## src/rtl/fourpulse_timer_pkg.sv

```systemverilog
package fourpulse_timer_pkg;
    localparam int unsigned ST_W  = 3;
    localparam int unsigned CNT_W = 3;

    // The count steps are encoded with their displayed value, so that the decode stays trivial.
    typedef enum logic [ST_W-1:0] {
        ST_C0    = 3'd0,
        ST_C1    = 3'd1,
        ST_C2    = 3'd2,
        ST_C3    = 3'd3,
        ST_C4    = 3'd4,
        ST_IDLE  = 3'd5,
        ST_HOLD  = 3'd6,
        ST_SPARE = 3'd7
    } tmr_state_e;

    typedef struct packed {
        tmr_state_e state;
    } tmr_reg_t;

    localparam logic [CNT_W-1:0] IDLE_SHOW = 3'b100;
    localparam logic [CNT_W-1:0] HOLD_SHOW = 3'b000;
endpackage

```

## src/rtl/timer_next.sv

```systemverilog
module timer_next
    import fourpulse_timer_pkg::*;
(
    input  tmr_state_e state_q,
    input  logic       restart_i,
    output tmr_state_e state_d
);
    always_comb begin
        state_d = ST_IDLE;
        case (state_q)
            ST_IDLE:  state_d = restart_i ? ST_HOLD : ST_IDLE;
            ST_HOLD:  state_d = restart_i ? ST_HOLD : ST_C0;
            ST_C0:    state_d = restart_i ? ST_HOLD : ST_C1;
            ST_C1:    state_d = restart_i ? ST_HOLD : ST_C2;
            ST_C2:    state_d = restart_i ? ST_HOLD : ST_C3;
            ST_C3:    state_d = restart_i ? ST_HOLD : ST_C4;
            ST_C4:    state_d = restart_i ? ST_HOLD : ST_IDLE;
            default:  state_d = ST_IDLE;
        endcase
    end
endmodule

```

## src/rtl/timer_out.sv

```systemverilog
module timer_out
    import fourpulse_timer_pkg::*;
(
    input  tmr_state_e       state_q,
    output logic [CNT_W-1:0] cnt_o,
    output logic             beep_o
);
    always_comb begin
        cnt_o  = IDLE_SHOW;
        beep_o = 1'b0;
        case (state_q)
            ST_HOLD: cnt_o = HOLD_SHOW;
            ST_C0, ST_C1, ST_C2, ST_C3: cnt_o = CNT_W'(state_q);
            ST_C4: begin
                cnt_o  = CNT_W'(state_q);
                beep_o = 1'b1;
            end
            default: cnt_o = IDLE_SHOW;
        endcase
    end
endmodule

```

## src/rtl/fourpulse_timer.sv

```systemverilog
module fourpulse_timer
    import fourpulse_timer_pkg::*;
(
    input  logic       clk_i,
    input  logic       rst_i,
    input  logic       restart_i,
    output logic [2:0] cnt_o,
    output logic       beep_o
);
    tmr_reg_t   reg_d, reg_q;
    tmr_state_e nxt_state;

    timer_next next_i (
        .state_q   (reg_q.state),
        .restart_i (restart_i),
        .state_d   (nxt_state)
    );

    always_comb begin
        reg_d = reg_q;
        reg_d.state = rst_i ? ST_IDLE : nxt_state;
    end

    always_ff @(posedge clk_i) begin
        reg_q <= reg_d;
    end

    timer_out out_i (
        .state_q (reg_q.state),
        .cnt_o   (cnt_o),
        .beep_o  (beep_o)
    );
endmodule

```

## config.mk

```make
export PLATFORM = sky130hd
export DESIGN_NAME = fourpulse_timer
export DESIGN_NICKNAME = d
export VERILOG_FILES = /design/src/rtl/fourpulse_timer_pkg.sv /design/src/rtl/timer_next.sv /design/src/rtl/timer_out.sv /design/src/rtl/fourpulse_timer.sv
export SDC_FILE = /design/constraint.sdc
export NUM_CORES = 1
export LEC_CHECK = 0
export ABC_AREA = 1
export ABC_CLOCK_PERIOD_IN_PS = 1000
export BUFFER_PORTS_ARGS = -buffer_cell sky130_fd_sc_hd__clkbuf_2
export CAP_MARGIN = 5
export CELL_PAD_IN_SITES_DETAIL_PLACEMENT = 2
export CELL_PAD_IN_SITES_GLOBAL_PLACEMENT = 2
export CORE_AREA = 4 4 41 43
export DETAILED_ROUTE_END_ITERATION = 8
export DIE_AREA = 0 0 45 47
export PLACE_DENSITY_LB_ADDON = 0.1
export RECOVER_POWER = 25
export REMOVE_ABC_BUFFERS = 1
export SLEW_MARGIN = 20
export SYNTH_ARGS = -nofsm -noshare
export SYNTH_HDL_FRONTEND = slang
export SYNTH_SLANG_ARGS = --single-unit
```

## constraint.sdc

```tcl
create_clock -name clk_i -period 1 [get_ports clk_i]
set_input_delay 0.15 -clock clk_i [delete_from_list [all_inputs] [get_ports clk_i]]
set_output_delay 0.15 -clock clk_i [all_outputs]
set_load 0.01 [all_outputs]
```

After elaboration in Yosys (flattened, before gate mapping) --
Index checks and enable logic that the tools add are counted.
Operators by class: $add $sub $neg 0, multiply operators 0, div/mod/pow operators 0, order comparisons 0, equal/unequal tests 6, shift operators 0, mux-type cells 9, bitwise gates (word level) 0, reductions and logical operators 3
Operators with widths (number):
- 3-bit one-hot mux with 6 select lines | 1
- 3-bit 2-to-1 mux | 4
- 3-bit equality test (second input constant) | 3
- 3-bit by 2-bit equality test with 1-bit output (second input constant) | 2
- 3-bit one-hot mux with 2 select lines | 1
- 5-bit OR reduction | 1
- 2-bit 2-to-1 mux | 2
- 3-bit by 1-bit equality test with 1-bit output (second input constant) | 1
- 3-bit logical NOT | 1
- 2-bit OR reduction | 1
- 1-bit 2-to-1 mux | 1
Storage, ports and cells: bits in registers 3, latch bits 0, memory bits (writable) 0, ROM bits 0, input bits 3, output and inout bits 4, word-level logic and storage cells 19, memories 0

Depth between registers and ports, before layout --
depth after elaboration 3, depth in mapped cells 4, mapped depth without buffers 4

Hierarchy --
From an unflattened synthesis, not the netlist that was laid out.
Second synthesis, totals: cell total of the unflattened synthesis 38, area, all modules 196.4 um^2
Modules (own cells, without submodules):
- fourpulse_timer | instances 1, cells each 10, area an instance 86.3 um^2, seq. area each 60.1 um^2
- timer_next | instances 1, cells each 19, area an instance 75.1 um^2, seq. area each 0.0 um^2
- timer_out | instances 1, cells each 9, area an instance 35.0 um^2, seq. area each 0.0 um^2

Worst setup path after synthesis --
OpenSTA, ideal clock, no wires.
path type reg2out, start register reg_q[2], end output port cnt_o[2], arrival 0.639 ns, required time 0.850 ns, slack 0.211 ns, stages on the path, launching flop included 3, path buffers 0, cell sequence dfxtp_1 -> inv_2 -> a21oi_1
Between the ends: cells in the longest elaborated chain, start to end 3, elaborated cells between the ends (all ways) 8, classes of those cells eq/ne: 5; mux: 1; reduce/logical: 2
RTL lines:
- start, declared | line fourpulse_timer.sv:10 | tmr_reg_t reg_d, reg_q;
- start signal, assigned | line fourpulse_timer.sv:25 | reg_q <= reg_d;
- 3-bit by 1-bit equality test with 1-bit output (tied with other cells) | line timer_out.sv:11 | case (state_q)
- 5-bit OR reduction (no line)
- 3-bit one-hot mux with 2 select lines * | line timer_out.sv:11
- end, declared | line fourpulse_timer.sv:7 | output logic [2:0] cnt_o,
Every way passes the cells marked *; elsewhere a longest branch is shown, timed or not.

Worst setup path after layout --
start register reg_q[0], end output port beep_o
Between the ends: cells in the longest elaborated chain, start to end 2
RTL lines:
- 3-bit equality test | line timer_out.sv:11
- 1-bit 2-to-1 mux | line timer_out.sv:11
- end, declared | line fourpulse_timer.sv:8 | output logic beep_o
No other way between the ends.

==> flow_results.xml <==
<?xml version="1.0" encoding="UTF-8"?>
<metrics>
  <group name="cells_and_area">
    <metric name="largest-register" unit="">reg_q</metric>
    <metric name="largest_reg_flops" unit="">3</metric>
    <metric name="insertedDiodeCount" unit="">0</metric>
    <metric name="top_regs" unit="">reg_q x3</metric>
    <metric name="layout-drive-gt1-share" unit="%">54.29</metric>
    <metric name="design_area" unit="sq um">259.0</metric>
    <metric name="areaGrowthSynthToFinish" unit="%">61.72</metric>
    <metric name="design.final.nets" unit="">39</metric>
  </group>
  <group name="logic_synthesis">
    <metric name="ys_ff_latch" unit="">3</metric>
    <metric name="synth_top_area_cell" unit="">dfxtp_1</metric>
    <metric name="synth-warning-count" unit="">0</metric>
    <metric name="ys_top_cells_by_area" unit="">dfxtp_1, nand2_1, nand3_1, inv_1, nand3_2</metric>
    <metric name="ys_seq_area_share" unit="%">37.50</metric>
    <metric name="post_synth_num_cell_types" unit="">11</metric>
    <metric name="synth_cells" unit="">24</metric>
    <metric name="netlist.area_leader.share" unit="%">37.50</metric>
    <metric name="mean_syn_cell_area" unit="sq um">6.673</metric>
    <metric name="netlist_area" unit="sq um">160.2</metric>
  </group>
  <group name="sta">
    <metric name="layout_setup_ws" unit="ps">-48.01</metric>
    <metric name="post_route_hold_slack" unit="ps">168.9</metric>
    <metric name="fmaxAchievable" unit="MHz">954.2</metric>
    <metric name="finalCriticalPeriod" unit="ps">1048</metric>
    <metric name="fin_tns_setup" unit="ps">-122.2</metric>
    <metric name="rsz_0062_raised_after_global_routing" unit="">yes</metric>
    <metric name="final_period_utilization" unit="%">104.8</metric>
    <metric name="relSlewSlack" unit="%">92.01</metric>
    <metric name="report.final.setup_viol" unit="">3</metric>
    <metric name="report.final.hold_viol_count" unit="">0</metric>
    <metric name="actual_transition_at_the_worst_max_transition_pin" unit="ps">119.7</metric>
    <metric name="fin_skew" unit="ps">1.004</metric>
    <metric name="timing.final.max_slew_violations" unit="">0</metric>
  </group>
  <group name="critical_path">
    <metric name="critical_path.slowest_cell" unit="">dfxtp_4</metric>
    <metric name="critical_path_class" unit="">reg -&gt; out</metric>
    <metric name="cp.buffers_inverters" unit="">2</metric>
    <metric name="cp_max_fanout" unit="">4</metric>
    <metric name="worstPathCellList" unit="">inv_2 -&gt; nand2_2 -&gt; nor2_1 -&gt; buf_2</metric>
    <metric name="critical-path-max-stage-delay" unit="ps">350</metric>
    <metric name="critical_path_required" unit="ps">850</metric>
    <metric name="path_delay_family" unit="">flip-flops</metric>
    <metric name="critical_path_sink_type" unit="">output pin</metric>
    <metric name="timing.reg2reg.setup_slack" unit="ps">200</metric>
    <metric name="crit_arrival" unit="ps">900</metric>
    <metric name="timing.critical_path.from_type" unit="">register</metric>
  </group>
  <group name="floorplanning">
    <metric name="core_area" unit="sq um">1301</metric>
    <metric name="floorplan.die.width" unit="um">45</metric>
    <metric name="rows" unit="">13</metric>
    <metric name="design.die.area" unit="sq um">2115</metric>
    <metric name="io-pin-count" unit="">7</metric>
    <metric name="start_util" unit="%">12.31</metric>
    <metric name="die_y" unit="um">47</metric>
  </group>
  <group name="place">
    <metric name="placement.io_buffers" unit="">6</metric>
    <metric name="gp_weighted_congestion" unit="">0.7175</metric>
    <metric name="postPlaceCellArea" unit="sq um">209.0</metric>
    <metric name="post-place-ws" unit="ps">90.33</metric>
  </group>
  <group name="cts">
    <metric name="clk_path_buf_depth" unit="">2</metric>
    <metric name="cts_root_buffer" unit="">clkbuf_4</metric>
    <metric name="clock_sinks" unit="">3</metric>
    <metric name="holdBufCountCts" unit="">0</metric>
    <metric name="clk_pin_slew" unit="ps">30</metric>
    <metric name="clkLatencyLatePin" unit="ps">230</metric>
    <metric name="clock_tree_from_tritoncts" unit="">done</metric>
    <metric name="htree_levels" unit="">1</metric>
    <metric name="cts_bufs_inserted" unit="">3</metric>
  </group>
  <group name="global_route">
    <metric name="first_pass_grt_wire_length" unit="um">779</metric>
    <metric name="largest_net_degree_at_the_start_of_global_routing" unit="">6</metric>
    <metric name="antenna_violations_before_repair" unit="">0</metric>
    <metric name="first_global_vias" unit="">201</metric>
    <metric name="gr-total-overflow" unit="">0</metric>
    <metric name="grt_use_total" unit="%">5.591</metric>
  </group>
  <group name="routing">
    <metric name="ant_nets" unit="">0</metric>
    <metric name="drc_errors" unit="">0</metric>
    <metric name="wl" unit="um">467</metric>
    <metric name="vias" unit="">181</metric>
    <metric name="detail_route.wl_per_cell" unit="um">9.340</metric>
    <metric name="detail_route.first_pass.iterations" unit="">1</metric>
    <metric name="via_per_inst" unit="">3.620</metric>
    <metric name="drt_iter0_markers" unit="">0</metric>
  </group>
  <group name="power">
    <metric name="reported_leakage_power" unit="nW">0.1383</metric>
    <metric name="power_switching_share" unit="%">25.02</metric>
    <metric name="power_density" unit="nW/um^2">1554</metric>
    <metric name="pwr-share-seq" unit="%">34.4</metric>
    <metric name="switching_power" unit="mW">0.1007</metric>
    <metric name="ir_worst_vdd" unit="mV">0.8632</metric>
    <metric name="internal-power" unit="mW">0.3018</metric>
    <metric name="p_comb_share" unit="%">14.8</metric>
    <metric name="p_total" unit="mW">0.4025</metric>
    <metric name="clockPowerShare" unit="%">50.9</metric>
  </group>
  <group name="hold_path">
    <metric name="hold_path_class" unit="">in -&gt; reg</metric>
  </group>
  <group name="flow_run">
    <metric name="maxCapViolations" unit="">0</metric>
  </group>
  <group name="status">
    <metric name="run_status" unit="">finished, violations left</metric>
    <metric name="failing_checks" unit="">negative setup slack</metric>
  </group>
</metrics>
[worst register-to-register path, cell delays in order (launching register included)]
cell     delay [ps]
dfxtp_4         350
inv_2            60
nand2_2          50
buf_4           130
nand3_2          50
a21oi_2          50
[area by class of cell]
class                           count  area, sq um
Clock buffer                        4        26.28
Fill cell                         167         1042
Inverter                            6        27.53
Multi-Input combinational cell     15        77.57
Sequential cell                     3        71.32
Tap cell                           15        18.77
Timing Repair Buffer                7        37.54
[stage by stage]
step                instances  utilization [%]
CTS                        50            19.71
global placement           45            16.06
floorplan                  24                -
finish                     50            19.90
detailed placement         45            16.06
global route               50            19.90
[power by group through the flow]
stage | sequential, mW | clock, mW | combinational (mW)
floorplan | 0.137 | 0 | 0.0369
finish | 0.138 | 0.205 | 0.0594
global route | 0.141 | 0.232 | 0.0681
CTS | 0.140 | 0.217 | 0.0607
global placement | 0.141 | 0 | 0.0545
detailed placement | 0.140 | 0 | 0.0545
[cell usage after synthesis]
library cell / count
nand2_1: 5
inv_1: 4
dfxtp_1: 3
nand3_1: 3
inv_2: 2
nor2_1: 2
a21oi_1: 1
a21oi_2: 1
nand2_2: 1
nand3_2: 1
nand4_1: 1
[cells by family (layout without fill, tap and decap cells)]
| family | count (synthesis) | count (layout) | share of synthesized area [%] |
|---|---|---|---|
| simple gates | 13 | 13 | 39.85 |
| compound gates | 2 | 2 | 8.592 |
| buf+inv | 6 | 17 | 14.06 |
| flops | 3 | 3 | 37.50 |
[repair_timing]
item                       in CTS  in global routing
pin swaps                       1                  0
setup endpoints to repair       4                  4
resized for setup               8                  5
setup buffers                   1                  0
[worst paths after layout]
check,startpoint,endpoint,depth (start not counted)
hold / removal,rst_i,reg_q[0]$_SDFF_PP1_,3
setup / recovery,reg_q[0]$_SDFF_PP1_,beep_o,4
hold reg to reg,reg_q[2]$_SDFF_PP1_,reg_q[2]$_SDFF_PP1_,2
setup reg to reg,reg_q[0]$_SDFF_PP1_,reg_q[1]$_SDFF_PP0_,5
[metal layers]
| metal | track usage [%] | part of all wire (%) |
|---|---|---|
| met4 | 1.754 | 0 |
| met5 | 0 | 0 |
| met2 | 7.627 | 47 |
| met1 | 5.856 | 47 |
| met3 | 5.747 | 5.8 |
[placed cells by master, fill, tap and decap left out]
master    count
a21oi_1       1
a21oi_2       1
buf_2         4
buf_4         1
clkbuf_1      1
clkbuf_2      2
clkbuf_4      3
dfxtp_4       3
inv_1         3
inv_2         1
inv_4         2
nand2_1       5
nand2_2       1
nand3_1       3
nand3_2       1
nand4_1       1
nor2_1        2
No activity file was read; power rests on OpenSTA's default activity.
